### src/rtl/malf_pkg.sv
package malf_pkg;

  // Choice of how the scaled sum is reduced to the output width.
  typedef enum logic {
    RND_FLOOR   = 1'b0,
    RND_HALF_UP = 1'b1
  } rnd_mode_e;

  // Number of steps the running-sum recursion is unrolled ahead.
  localparam int LA_STEPS = 2;

endpackage

### src/rtl/malf_history.sv
module malf_history #(
  parameter int DATA_W = 16,
  parameter int TAPS   = 8,
  parameter int LA     = 2
) (
  input  logic                        clk,
  input  logic                        rst,
  input  logic                        shift_en,
  input  logic signed [DATA_W-1:0]    din,
  output logic [LA-1:0][DATA_W-1:0]   fresh,
  output logic [LA-1:0][DATA_W-1:0]   stale
);
  localparam int DEPTH = TAPS + LA;

  logic [DEPTH-1:0][DATA_W-1:0] line_q;

  for (genvar g = 0; g < DEPTH; g++) begin : g_tap
    if (g == 0) begin : g_head
      always_ff @(posedge clk) begin
        if (rst)           line_q[g] <= '0;
        else if (shift_en) line_q[g] <= din;
      end
    end else begin : g_body
      always_ff @(posedge clk) begin
        if (rst)           line_q[g] <= '0;
        else if (shift_en) line_q[g] <= line_q[g-1];
      end
    end
  end

  for (genvar k = 0; k < LA; k++) begin : g_pick
    assign fresh[k] = line_q[k];
    assign stale[k] = line_q[TAPS+k];
  end

  AST_LINE_HOLD: assert property (@(posedge clk) disable iff (rst)
    !shift_en |=> $stable(line_q)) else $error("history moved on idle cycle");

endmodule

### src/rtl/malf_diff.sv
module malf_diff #(
  parameter int DATA_W = 16,
  parameter int LA     = 2,
  parameter int DIFF_W = 18
) (
  input  logic                        clk,
  input  logic                        rst,
  input  logic                        load,
  input  logic [LA-1:0][DATA_W-1:0]   fresh,
  input  logic [LA-1:0][DATA_W-1:0]   stale,
  output logic signed [DIFF_W-1:0]    diff
);
  // Largest magnitude LA entering minus LA leaving samples can reach.
  localparam longint DIFF_LIM = longint'(LA) * ((longint'(1) <<< DATA_W) - 1);

  // Net change of the window sum over LA consecutive steps.
  function automatic logic signed [DIFF_W-1:0] window_delta(
    input logic [LA-1:0][DATA_W-1:0] enter,
    input logic [LA-1:0][DATA_W-1:0] leave
  );
    logic signed [DIFF_W-1:0] acc;
    acc = '0;
    for (int i = 0; i < LA; i++) begin
      acc = acc + DIFF_W'($signed(enter[i])) - DIFF_W'($signed(leave[i]));
    end
    return acc;
  endfunction

  logic signed [DIFF_W-1:0] delta_c;
  assign delta_c = window_delta(fresh, stale);

  always_ff @(posedge clk) begin
    if (rst)       diff <= '0;
    else if (load) diff <= delta_c;
  end

  AST_DIFF_BOUND: assert property (@(posedge clk) disable iff (rst)
    (longint'(diff) <= DIFF_LIM) && (longint'(diff) >= -DIFF_LIM))
    else $error("window difference out of range");

endmodule

### src/rtl/malf_lookahead_acc.sv
module malf_lookahead_acc #(
  parameter int DATA_W = 16,
  parameter int TAPS   = 8,
  parameter int LA     = 2,
  parameter int DIFF_W = 18,
  parameter int SUM_W  = 19
) (
  input  logic                      clk,
  input  logic                      rst,
  input  logic                      step,
  input  logic signed [DIFF_W-1:0]  diff,
  output logic signed [SUM_W-1:0]   sum
);
  localparam longint MAX_SUM = longint'(TAPS) * ((longint'(1) <<< (DATA_W-1)) - 1);

  // ring[0] holds sum[n-1], ring[LA-1] holds sum[n-LA] before a step.
  logic [LA-1:0][SUM_W-1:0] ring;

  function automatic logic signed [SUM_W-1:0] advance_sum(
    input logic signed [SUM_W-1:0]  older,
    input logic signed [DIFF_W-1:0] d
  );
    return older + SUM_W'(d);
  endfunction

  for (genvar g = 0; g < LA; g++) begin : g_loop
    if (g == 0) begin : g_newest
      always_ff @(posedge clk) begin
        if (rst)       ring[g] <= '0;
        else if (step) ring[g] <= advance_sum($signed(ring[LA-1]), diff);
      end
    end else begin : g_older
      always_ff @(posedge clk) begin
        if (rst)       ring[g] <= '0;
        else if (step) ring[g] <= ring[g-1];
      end
    end
  end

  assign sum = $signed(ring[0]);

  AST_SUM_BOUND: assert property (@(posedge clk) disable iff (rst)
    longint'(sum) <= MAX_SUM) else $error("running sum exceeds window maximum");

endmodule

### src/rtl/malf_scale.sv
module malf_scale #(
  parameter int                  DATA_W     = 16,
  parameter int                  SUM_W      = 19,
  parameter int                  SHIFT      = 3,
  parameter malf_pkg::rnd_mode_e ROUND_MODE = malf_pkg::RND_FLOOR
) (
  input  logic                      clk,
  input  logic                      rst,
  input  logic                      load,
  input  logic signed [SUM_W-1:0]   sum,
  output logic signed [DATA_W-1:0]  out_data,
  output logic                      out_valid
);
  logic signed [SUM_W-1:0] biased;

  if (ROUND_MODE == malf_pkg::RND_HALF_UP) begin : g_half_up
    localparam logic signed [SUM_W-1:0] BIAS = SUM_W'(1 <<< (SHIFT-1));
    assign biased = sum + BIAS;
  end else begin : g_floor
    assign biased = sum;
  end

  function automatic logic signed [DATA_W-1:0] shrink(input logic signed [SUM_W-1:0] s);
    logic signed [SUM_W-1:0] shifted;
    shifted = s >>> SHIFT;
    return shifted[DATA_W-1:0];
  endfunction

  always_ff @(posedge clk) begin
    if (rst) begin
      out_data  <= '0;
      out_valid <= 1'b0;
    end else begin
      out_valid <= load;
      if (load) out_data <= shrink(biased);
    end
  end

  AST_OUT_HOLD: assert property (@(posedge clk) disable iff (rst)
    !load |=> $stable(out_data)) else $error("output moved without a result");

endmodule

### src/rtl/malf_filter.sv
module malf_filter #(
  parameter int                  DATA_W     = 16,
  parameter int                  TAPS       = 8,
  parameter malf_pkg::rnd_mode_e ROUND_MODE = malf_pkg::RND_FLOOR
) (
  input  logic                      clk,
  input  logic                      rst,
  input  logic                      in_valid,
  input  logic signed [DATA_W-1:0]  in_data,
  output logic                      out_valid,
  output logic signed [DATA_W-1:0]  out_data
);
  localparam int LA     = malf_pkg::LA_STEPS;
  localparam int SHIFT  = $clog2(TAPS);
  localparam int SUM_W  = DATA_W + SHIFT;
  localparam int DIFF_W = DATA_W + $clog2(LA) + 1;

  // Pipeline events, one per stage.
  logic line_shift;
  logic diff_load;
  logic sum_step;
  logic out_load;

  logic line_v, diff_v, sum_v;

  assign line_shift = in_valid;
  assign diff_load  = line_v;
  assign sum_step   = diff_v;
  assign out_load   = sum_v;

  always_ff @(posedge clk) begin
    if (rst) begin
      line_v <= 1'b0;
      diff_v <= 1'b0;
      sum_v  <= 1'b0;
    end else begin
      line_v <= line_shift;
      diff_v <= diff_load;
      sum_v  <= sum_step;
    end
  end

  logic [LA-1:0][DATA_W-1:0] fresh, stale;
  logic signed [DIFF_W-1:0]  diff;
  logic signed [SUM_W-1:0]   sum;

  malf_history #(.DATA_W(DATA_W), .TAPS(TAPS), .LA(LA)) u_history (
    .clk(clk), .rst(rst), .shift_en(line_shift), .din(in_data),
    .fresh(fresh), .stale(stale)
  );

  malf_diff #(.DATA_W(DATA_W), .LA(LA), .DIFF_W(DIFF_W)) u_diff (
    .clk(clk), .rst(rst), .load(diff_load),
    .fresh(fresh), .stale(stale), .diff(diff)
  );

  malf_lookahead_acc #(.DATA_W(DATA_W), .TAPS(TAPS), .LA(LA),
                       .DIFF_W(DIFF_W), .SUM_W(SUM_W)) u_acc (
    .clk(clk), .rst(rst), .step(sum_step), .diff(diff), .sum(sum)
  );

  malf_scale #(.DATA_W(DATA_W), .SUM_W(SUM_W), .SHIFT(SHIFT),
               .ROUND_MODE(ROUND_MODE)) u_scale (
    .clk(clk), .rst(rst), .load(out_load), .sum(sum),
    .out_data(out_data), .out_valid(out_valid)
  );

  AST_LATENCY_FWD: assert property (@(posedge clk) disable iff (rst)
    in_valid |-> ##4 out_valid) else $error("result missing after accept");

  AST_LATENCY_BACK: assert property (@(posedge clk) disable iff (rst)
    out_valid |-> $past(in_valid, 4)) else $error("result without accepted sample");

endmodule

### config.mk
export PLATFORM = sky130hd
export DESIGN_NAME = malf_filter
export DESIGN_NICKNAME = d
export VERILOG_FILES = /design/src/rtl/malf_pkg.sv /design/src/rtl/malf_history.sv /design/src/rtl/malf_diff.sv /design/src/rtl/malf_lookahead_acc.sv /design/src/rtl/malf_scale.sv /design/src/rtl/malf_filter.sv
export SDC_FILE = /design/constraint.sdc
export NUM_CORES = 1
export LEC_CHECK = 0
export CORE_MARGIN = 2
export CORE_UTILIZATION = 55
export DETAILED_ROUTE_END_ITERATION = 8
export GPL_ROUTABILITY_DRIVEN = 0
export PLACE_DENSITY = 0.69
export SLEW_MARGIN = 20
export SYNTH_ARGS = -nofsm -noshare
export SYNTH_HDL_FRONTEND = slang
export SYNTH_SLANG_ARGS = --single-unit
### constraint.sdc
create_clock -name clk -period 3.65 [get_ports clk]
set_input_delay 0.365 -clock clk [delete_from_list [all_inputs] [get_ports clk]]
set_output_delay 0.365 -clock clk [all_outputs]
set_load 0.03 [all_outputs]
==> run_results.csv <==
group,metric,value,unit
timing,setup_viol,0,
final_layout,final_design_instance_area_without_fill,12200,um^2
drt,detailedRoute.firstIterationViolations,347,
timing,fin_worst_hold_slack,369,ps
timing,hold_violations,0,
drt,route.antenna.remaining_nets,0,
power_and_ir_drop,power_density,474,nW/um^2
drt,drc,0,
worst_setup_path,crit_path_max_incr_delay,500,ps
timing,slew_headroom,35.0,%
drt,routed_wire_length_per_instance,13.1,um
placed_design,place_area,11400,um^2
floorplanning,placementRows,51,
timing,fin_skew,7.52,ps
drt,postRouteWirelength,18600,um
timing,max_freq,0.290,GHz
worst_setup_path,cp_max_fo,3,
final_layout,area.growth.synth_to_final,12.5,%
worst_setup_path,critical-path-top-delay-family,"adder cells",
cts,tritoncts.num_buffers,24,
final_layout,post_route_cells_drive_above_1_share,5.13,%
worst_setup_path,path_class,"flop to flop",
worst_setup_path,timing.critical_path.cells,"inv_1, fa_1, inv_1, fa_1, inv_1, ha_2, inv_1, fa_2, nor2b_2, o31ai_1, a21bo_2, a211o_1, or4b_1, o311ai_1",
final_layout,nFillCells,1663,
floorplanning,horiz_die_dim,145,um
final_layout,layout.cells.most_common,"dfxtp_1",
synth,synth.cell_area,10900,um^2
synth,synth_enable_flop_cells,0,
power_and_ir_drop,p_leak,0.00523,uW
synth,synth.lib_cells_used.distinct,58,
synth,synth_sequential_area_ratio,43.5,%
power_and_ir_drop,power.share.clock,43.0,%
worst_setup_path,worst-path-buf-inv,4,
power_and_ir_drop,p_int,4430,uW
timing,setup_repair_after_global_routing_missed_its_margin,"no",
synth,postSynth.asyncResetShare,0,%
global_route,globalRouteTotalUtil,18.2,%
worst_setup_path,cp_data_required_time,4060,ps
final_layout,mostFrequentLayoutCells,"dfxtp_1, nor2_1, mux2i_1",
worst_setup_path,cp_slowest_cell,"fa_1",
timing,worst_pin_slew,974,ps
worst_setup_path,cp_common_cell,"inv_1",
floorplanning,die_area,20900,um^2
cts,clock-root-buffer,"clkbuf_16",
synth,synth_cells,1121,
worst_setup_path,critPathLaunchType,"flop",
final_layout,n_antenna_cell,0,
drt,via_per_inst,5.16,
cts,clock_sinks,236,
placed_design,post-place-ws,112,ps
drt,drt_first_pass_iters,4,
drt,route.vias.total,7297,
power_and_ir_drop,p_sw_share,23.5,%
placed_design,numPortBuffers,35,
timing,finalWorstPathRequiredPeriod,3450,ps
cts,cts-htree-levels,1,
flow_run,maxCapViolCount,0,
cts,clk-insertion-delay-late,510,ps
synth,synth-seq-cells,236,
synth,synth.avg_cell_area,9.69,um^2
power_and_ir_drop,sequentialPowerShare,46.2,%
cts,clk_transition_reported_paths,60,ps
placed_design,detailedPlacementHpwl,12200,um
global_route,first_global_vias,6835,
floorplanning,die_h,145,um
global_route,grt_remaining_overflow,0,
synth,synth_nets,1210,
global_route,antenna_found_initial,0,
synth,ys.flop_type,"dfxtp_1",
timing,layout_setup_ws,199,ps
timing,timing_max_transition_violations_final,0,
cts,cts_tree,"done",
power_and_ir_drop,power.ir.vdd_worst,0.379,mV
synth,synthesis.yosys.warnings,0,
min_path,hold_path_class,"primary input to flop",
power_and_ir_drop,power.net_switching,1360,uW
floorplanning,floorplan.core_area,19400,um^2
global_route,grt_start_max_net_pins,132,
worst_setup_path,crit_path_end_kind,"flop",
power_and_ir_drop,finalPower,5800,uW
final_layout,finish.net_count,1222,
cts,hold_buffers,0,
global_route,grt_pass1_wl,32000,um
floorplanning,start_util,56.0,%
power_and_ir_drop,power_frac_comb,10.8,%
worst_setup_path,critical_path_arrival,3860,ps
floorplanning,i_o_pin_total,36,
cts,max-clock-path-buffers,3,
run_status,run_status,"finished, final reports clean",
timing,timing.setup.tns,0,ps
timing,fin_crit_sh,94.6,%
-- synthesized netlist by cell type, types with 4 or more instances --
cell | count | area (um^2)
nand3_1 | 9 | 45.0
buf_1 | 18 | 67.6
o211ai_1 | 5 | 37.5
clkbuf_1 | 29 | 109
a211o_1 | 6 | 52.6
inv_1 | 78 | 293
nand2_1 | 35 | 131
nor2_1 | 228 | 856
o22ai_1 | 8 | 50.1
and3_1 | 4 | 25.0
a21o_1 | 5 | 37.5
nand2b_1 | 16 | 100
buf_2 | 10 | 50.1
xor2_1 | 10 | 87.6
nor3_1 | 13 | 65.1
ha_1 | 36 | 450
o21a_1 | 5 | 37.5
nor2b_1 | 6 | 37.5
dfxtp_1 | 236 | 4720
fa_1 | 34 | 681
mux2i_1 | 205 | 2050
o21ai_0 | 19 | 95.1
nor3b_1 | 12 | 90.1
xnor2_1 | 8 | 70.1
a21oi_1 | 31 | 155
nor4b_1 | 4 | 35.0
-- final cells by class --
class                      count  area (um^2)  area share, %
clock inverter                 5         75.1          0.614
timing repair buffer          43          428           3.50
inverter                      78          293           2.39
multi-input combinational    750         5630           46.0
tap                          265          332           2.71
clock buffer                  38          744           6.09
sequential                   236         4730           38.7
-- worst paths after layout --
check | slack, ps | start | endpoint | depth (start not counted)
setup / recovery | 200 | u_history.stale[0] | u_diff.diff[14] | 14
hold / removal | 370 | rst | u_scale.out_data[10] | 2
setup reg to reg | 200 | u_history.stale[0] | u_diff.diff[14] | 14
hold reg to reg | 480 | u_acc.sum[1] | u_acc.sum[1] | 2
-- power groups by stage --
stage               logic, uW  registers (uW)  clock network [uW]
finish                    625            2680                2490
global route              705            2680                2660
CTS                       621            2680                2550
detailed placement        616            2730                   0
global placement          613            2730                   0
floorplan                 503            2710                   0
-- repair_timing --
| item | in CTS | in global routing |
|---|---|---|
| setup endpoints to repair | 0 | 2 |
| setup buffers | 0 | 1 |
| resized for setup | 0 | 4 |
-- per-stage QoR --
stage / util [%] / std cells
after floorplan: - / 1121
after global placement: 58.7 / 1371
after detailed placement: 58.7 / 1371
after CTS: 62.9 / 1414
after global routing: 63.0 / 1415
final: 63.0 / 1415
-- sequential cells by signal, summed over array words and instances (netlist names) --
name and flops:
u_acc.sum 19, u_history.stale 32, diff_load 1, out_load 1, u_acc.ring 19, u_history.line_q 96
u_diff.diff 18, u_scale.out_data 16, u_scale.out_valid 1, u_history.fresh 32, diff_v 1
-- routing by layer --
layer | up-vias | part of all wire, % | global-route usage, %
met4 | 0 | 1.5 | 3.78
met2 | 77 | 44 | 28.7
met5 | - | 0 | 0
met1 | 3377 | 52 | 26.5
met3 | 23 | 3.1 | 2.75
li1 | 3820 | - | -
-- worst reg2reg max path, delay by kind of cell, from the launching register on --
family	cells	cell delay [ps]
AO/OA/AOI/OAI	4	700
adder cells (fa/ha/maj)	4	1470
buffers and inverters	4	240
flip-flops	1	340
AND/OR/NAND/NOR	2	610
-- logic make-up after synthesis --
logic type / share of synthesized area, %
adders and majority gates: 10.4
muxes: 18.9
and+or+nand+nor: 14.1
DFF: 43.5
xor gates and xnor gates: 1.45
AOI/OAI and AO/OA: 6.90
buffers and inverters: 4.78
Note: power is estimated with default switching activity, not from simulation.
